**src/rtl/nbr_ro_pkg.sv**
```systemverilog
package nbr_ro_pkg;
    localparam int NRO_NUM_CH = 64;
    localparam int NRO_DATA_W = 10;

    function automatic int nro_word_w(input int num_ch, input int data_w);
        return $clog2(num_ch) + 1 + data_w;
    endfunction
endpackage

```
**src/rtl/nro_select.sv**
```systemverilog
module nro_select #(
    parameter int NUM_CH = 64
) (
    input  logic [NUM_CH-1:0] hit_i,
    input  logic [NUM_CH-1:0] mask_i,
    input  logic              nbr_en_i,
    input  logic              nbr_in_lo_i,
    input  logic              nbr_in_hi_i,
    output logic [NUM_CH-1:0] sel_o,
    output logic [NUM_CH-1:0] nbr_only_o,
    output logic              nbr_out_lo_o,
    output logic              nbr_out_hi_o
);
    logic [NUM_CH-1:0] fired;
    logic [NUM_CH+1:0] ring;

    assign fired        = hit_i & ~mask_i;
    assign ring         = {nbr_in_hi_i, fired, nbr_in_lo_i};
    assign nbr_out_lo_o = fired[0];
    assign nbr_out_hi_o = fired[NUM_CH-1];

    for (genvar g = 0; g < NUM_CH; g++) begin : g_chan
        logic adj;
        assign adj           = nbr_en_i & (ring[g] | ring[g+2]);
        assign sel_o[g]      = fired[g] | (~mask_i[g] & adj);
        assign nbr_only_o[g] = sel_o[g] & ~fired[g];
    end
endmodule

```
**src/rtl/nro_pick_low.sv**
```systemverilog
module nro_pick_low #(
    parameter int NUM_CH = 64,
    localparam int IDX_W = $clog2(NUM_CH)
) (
    input  logic [NUM_CH-1:0] req_i,
    output logic              any_o,
    output logic [IDX_W-1:0]  idx_o
);
    always_comb begin
        idx_o = '0;
        for (int i = NUM_CH - 1; i >= 0; i--) begin
            if (req_i[i]) idx_o = IDX_W'(i);
        end
    end

    assign any_o = |req_i;
endmodule

```
**src/rtl/nbr_token_readout.sv**
```systemverilog
module nbr_token_readout
    import nbr_ro_pkg::*;
#(
    parameter int NUM_CH = NRO_NUM_CH,
    parameter int DATA_W = NRO_DATA_W,
    localparam int IDX_W  = $clog2(NUM_CH),
    localparam int WORD_W = IDX_W + 1 + DATA_W
) (
    input  logic                     clk,
    input  logic                     rst_n,
    input  logic                     start_i,
    input  logic [NUM_CH-1:0]        hit_i,
    input  logic [NUM_CH-1:0]        mask_i,
    input  logic [NUM_CH*DATA_W-1:0] data_i,
    input  logic                     nbr_en_i,
    input  logic                     nbr_in_lo_i,
    input  logic                     nbr_in_hi_i,
    output logic                     nbr_out_lo_o,
    output logic                     nbr_out_hi_o,
    input  logic                     out_ready_i,
    output logic [WORD_W-1:0]        word_o,
    output logic                     word_valid_o,
    output logic                     done_o
);
    typedef struct packed {
        logic                           busy;
        logic [NUM_CH-1:0]              pend;
        logic [NUM_CH-1:0]              nflag;
        logic [NUM_CH-1:0][DATA_W-1:0]  pay;
    } ro_state_t;

    ro_state_t s_d, s_q;

    logic [NUM_CH-1:0] sel_w, nbr_only_w;
    logic              any_w;
    logic [IDX_W-1:0]  idx_w;
    logic              take_start;

    nro_select #(.NUM_CH(NUM_CH)) u_select (
        .hit_i       (hit_i),
        .mask_i      (mask_i),
        .nbr_en_i    (nbr_en_i),
        .nbr_in_lo_i (nbr_in_lo_i),
        .nbr_in_hi_i (nbr_in_hi_i),
        .sel_o       (sel_w),
        .nbr_only_o  (nbr_only_w),
        .nbr_out_lo_o(nbr_out_lo_o),
        .nbr_out_hi_o(nbr_out_hi_o)
    );

    nro_pick_low #(.NUM_CH(NUM_CH)) u_pick (
        .req_i(s_q.pend),
        .any_o(any_w),
        .idx_o(idx_w)
    );

    assign take_start = start_i & ~any_w;

    always_comb begin
        s_d = s_q;
        if (take_start) begin
            s_d.busy  = 1'b1;
            s_d.pend  = sel_w;
            s_d.nflag = nbr_only_w;
            s_d.pay   = data_i;
        end else if (any_w && out_ready_i) begin
            s_d.pend[idx_w] = 1'b0;
        end
    end

    always_ff @(posedge clk or negedge rst_n) begin
        if (!rst_n) s_q <= '0;
        else        s_q <= s_d;
    end

    assign word_valid_o = s_q.busy & any_w;
    assign done_o       = s_q.busy & ~any_w;
    assign word_o       = {idx_w, s_q.nflag[idx_w], s_q.pay[idx_w]};

    // nothing is presented before the first accepted start
    assert_idle_quiet_R1: assert property (@(posedge clk) disable iff (!rst_n)
        !s_q.busy |-> (!word_valid_o && !done_o));

    // a stalled word is held unchanged
    assert_hold_stall_R8: assert property (@(posedge clk) disable iff (!rst_n)
        (word_valid_o && !out_ready_i) |=> (word_valid_o && $stable(word_o)));

    // after each accepted word the next address is higher
    assert_ascend_R8: assert property (@(posedge clk) disable iff (!rst_n)
        (word_valid_o && out_ready_i) |=>
            (!word_valid_o || (word_o[WORD_W-1 -: IDX_W] > $past(word_o[WORD_W-1 -: IDX_W]))));

    // done persists until a new start
    assert_done_sticky_R10: assert property (@(posedge clk) disable iff (!rst_n)
        (done_o && !start_i) |=> done_o);

    // a start during a pending readout leaves the stream in place
    assert_busy_start_R11: assert property (@(posedge clk) disable iff (!rst_n)
        (word_valid_o && start_i && !out_ready_i) |=> $stable(word_o));
endmodule

```
**config.mk**
```make
export PLATFORM = sky130hd
export DESIGN_NAME = nbr_token_readout
export DESIGN_NICKNAME = d
export VERILOG_FILES = /design/src/rtl/nbr_ro_pkg.sv /design/src/rtl/nro_select.sv /design/src/rtl/nro_pick_low.sv /design/src/rtl/nbr_token_readout.sv
export SDC_FILE = /design/constraint.sdc
export NUM_CORES = 2
export LEC_CHECK = 0
export ABC_CLOCK_PERIOD_IN_PS = 3060
export BUFFER_PORTS_ARGS = -buffer_cell sky130_fd_sc_hd__buf_2
export CAP_MARGIN = 40
export CORE_AREA = 2 2 311 313
export DETAILED_ROUTE_END_ITERATION = 8
export DIE_AREA = 0 0 313 315
export PLACE_DENSITY = 0.61
export SLEW_MARGIN = 20
export SYNTH_ARGS = -nofsm -noshare
export SYNTH_HDL_FRONTEND = slang
export SYNTH_HIERARCHICAL = 1
export SYNTH_SLANG_ARGS = --single-unit
```
**constraint.sdc**
```tcl
create_clock -name clk -period 3.06 [get_ports clk]
set_clock_uncertainty 0.05 [all_clocks]
set_input_delay 0 -clock clk [delete_from_list [all_inputs] [get_ports clk]]
set_output_delay 0 -clock clk [all_outputs]
set_load 0.01 [all_outputs]
```
==> flow_summary.json <==
{
  "cp.required_ns": 3.01,
  "finalWirelength_um": 196000,
  "reg2reg_slack_ns": -0.81,
  "critPathBufInv": 7,
  "reg.largest.list": "s_q (769)",
  "power.density_nw_per_um2": 1460,
  "design_area_um2": 64200,
  "arrival_ns": 4.68,
  "grt_max_degree": 81,
  "yosysUniqueCellTypes": 79,
  "synth_cells": 2977,
  "synthToLayoutAreaGrowth_pct": 72.0,
  "finalHoldViolations": 0,
  "cts_tree": "built",
  "layout-drive-gt1-share_pct": 50.5,
  "reg2reg_depth": 16,
  "layout_commonest_cell": "dlygate4sd3_1",
  "ir_drop_uv": 2050,
  "io_pins": 796,
  "maxCapViolations": 0,
  "async_reset_ff_share_pct": 100,
  "fin_crit_sh_pct": 155,
  "die_y_um": 315,
  "routedWlPerCell_um": 30.0,
  "layout_common_cells": "854 x dlygate4sd3_1, 784 x buf_2, 768 x dfrtp_1",
  "whs_ns": 0.0278,
  "synth_edf_count": 0,
  "core_um2": 95700,
  "fin_crit_ns": 4.73,
  "worstHoldStart": "nbr_en_i",
  "yosys.area_share.simple_pct": 7.08,
  "crit_family": "compound AO/OA/AOI/OAI gates",
  "placed_area_um2": 46400,
  "synth-xor-area-share_pct": 0,
  "fmax_mhz": 211,
  "htree_num_levels": 3,
  "ys_warn_count": 6,
  "avgSynthCellArea_um2": 12.5,
  "hp-class": "primary input to register",
  "ys_seq_area_share_pct": 51.6,
  "cp_max_fo": 6,
  "ys_ff_latch": 769,
  "clockBufferDepth": 3,
  "drc": 0,
  "hold_path_depth": 4,
  "drv_slew": 0,
  "synth_compound_area_share_pct": 13.1,
  "dpl.hpwl_um": 123000,
  "worstMarginPinSlew_ns": 0.738,
  "power_leakage_uw": 0.0293,
  "relSlewSlack_pct": 50.6,
  "crit_type": "register to output pin",
  "nNetsFinal": 5893,
  "largest_reg_flops": 769,
  "synth_fa_ha_area_share_pct": 0,
  "grt_pass1_wl_um": 252000,
  "numPortBuffers": 795,
  "gp_congestion": 0.937,
  "num_rows": 114,
  "cts_sinks": 769,
  "max_stage_delay_ns": 0.56,
  "syn_nets": 3752,
  "via_per_inst": 5.82,
  "path_cells": "nand2b_4 -> a221oi_2 -> o211ai_1 -> o211a_1 -> o311ai_4 -> buf_12 -> buf_12 -> buf_8 -> buf_12 -> buf_12 -> mux4_2 -> mux2i_2 -> buf_4 -> o22ai_4 -> or4_4 -> buf_6",
  "finalSetupViolCount": 782,
  "insertion_delay_ns": 0.68,
  "synth_area_um2": 37300,
  "rsz0062_at_grt": "true",
  "numCtsBuffers": 88,
  "path_common_cell": "buf_12",
  "synthMuxAreaShare_pct": 25.0,
  "synth_top_family_by_area": "multiplexers",
  "violations": "negative setup slack",
  "drt_iter0_drc": 3525,
  "die_area_um2": 98600,
  "critPathSlowestCell": "or4_4",
  "setup_slack_ns": -1.67,
  "clock-root-buffer": "clkbuf_16",
  "grt_usage_pct": 34.9,
  "r2r_start": "s_q[766]",
  "startpoint_type": "register",
  "antenna_found_initial": 60,
  "overflow": 0,
  "min_to": "s_q[657]",
  "r2r-end": "s_q[379]",
  "initial_utilization_pct": 39.0,
  "grt_pass1_vias": 37898,
  "die_w_um": 313,
  "path_clk_slew_ns": 0.06,
  "ant_nets": 0,
  "synth-main-ff-cell": "dfrtp_1",
  "vias": 37957,
  "drt_pass1_iterations": 5,
  "regMostFlops": "s_q",
  "crit_path_end_kind": "output pin",
  "outcome": "finished, violations left"
}
==> power breakdown <==
group / internal (uW) / switching (uW)
sequential: 10800 / 560
combinational: 31600 / 39500
clock: 6500 / 4780
==> cell type report <==
type,count,area [um2]
antenna,51,128
timing repair buffer,2259,20600
fill,6481,31500
inverter,67,255
multi-input combinational,1933,19400
clock buffer,129,2550
tap,1276,1600
clock inverter,34,449
sequential,769,19200
==> Yosys cell counts (4+ instances only) <==
cell type | n | area (um2)
nor2b_1 | 86 | 538
buf_6 | 6 | 67.6
mux2i_1 | 24 | 240
o211ai_1 | 11 | 82.6
o31ai_1 | 4 | 30.0
nand3_1 | 15 | 75.1
a221oi_2 | 4 | 60.1
o21bai_1 | 4 | 30.0
nor3_1 | 41 | 205
nor3b_1 | 6 | 45.0
buf_4 | 6 | 45.0
or3_1 | 11 | 68.8
buf_2 | 44 | 220
buf_8 | 4 | 60.1
a211o_1 | 4 | 35.0
a21oi_2 | 48 | 420
o21ai_2 | 50 | 438
nand2_1 | 107 | 402
a31oi_1 | 10 | 62.6
a221oi_1 | 108 | 946
o22ai_1 | 32 | 200
o2111ai_1 | 5 | 43.8
a22o_1 | 4 | 35.0
or4_1 | 7 | 52.6
o21ai_0 | 176 | 881
nand2b_1 | 18 | 113
mux4_2 | 41 | 923
a22oi_1 | 124 | 931
buf_1 | 16 | 60.1
nor3_2 | 50 | 500
o221ai_1 | 6 | 52.6
inv_1 | 66 | 248
o32ai_1 | 5 | 43.8
dfrtp_1 | 769 | 19200
a211oi_1 | 11 | 82.6
a21oi_1 | 50 | 250
clkbuf_1 | 133 | 499
and2_1 | 4 | 25.0
mux2_2 | 722 | 8130
nor2_1 | 65 | 244
nor4_1 | 20 | 125
==> metrics by stage <==
step / setup WS [ns] / instances / total power, uW / util [%] / setup TNS, ns
floorplan: -0.173 / 2977 / 36300 / - / -96.10
global placement: -1.46 / 5268 / 69300 / 48.4 / -226.68
detailed placement: -1.51 / 5268 / 69600 / 48.4 / -252.34
CTS: -1.63 / 6359 / 88900 / 62.6 / -405.50
global route: -1.76 / 6507 / 96100 / 67.0 / -609.58
finish: -1.67 / 6518 / 93700 / 67.1 / -556.25
==> tightest hold or removal path: stages <==
cell     delay [ns]
buf_2          0.26
o21ai_2        0.14
nor3_2         0.06
mux2_4         0.25
==> per-layer routing <==
layer | global-route usage, % | vias up | wire length (um)
li1 | - | 15510 | -
met1 | 42.9 | 19096 | 72300
met2 | 58.4 | 2535 | 92800
met3 | 6.02 | 798 | 16300
met4 | 19.1 | 18 | 14100
met5 | 0 | - | 115
==> what timing repair did <==
| item | in CTS | in global routing |
|---|---|---|
| hold endpoints to repair | 1484 | 0 |
| endpoints found under the setup margin | 781 | 784 |
| pin swaps | 43 | 41 |
| gates cloned | 20 | 70 |
| buffers inserted | 59 | 50 |
| hold buffers | 855 | 0 |
| gates resized for setup | 219 | 602 |
==> cell families after synthesis <==
logic type,Yosys count
compound gates,686
buf+inv,277
flops,769
mux,789
simple gates,456
==> worst max path at each step <==
stage                         from         to  slack (ns)  depth (start not counted)
after CTS                 s_q[766]  word_o[5]       -1.63                         15
after global placement    s_q[766]  word_o[0]       -1.46                         16
final                     s_q[766]  word_o[7]       -1.67                         16
after floorplan           s_q[766]   s_q[100]       -0.17                         10
after global routing      s_q[766]  word_o[1]       -1.76                         17
after detailed placement  s_q[766]  word_o[0]       -1.51                         16
(Power assumes the default switching activity.)
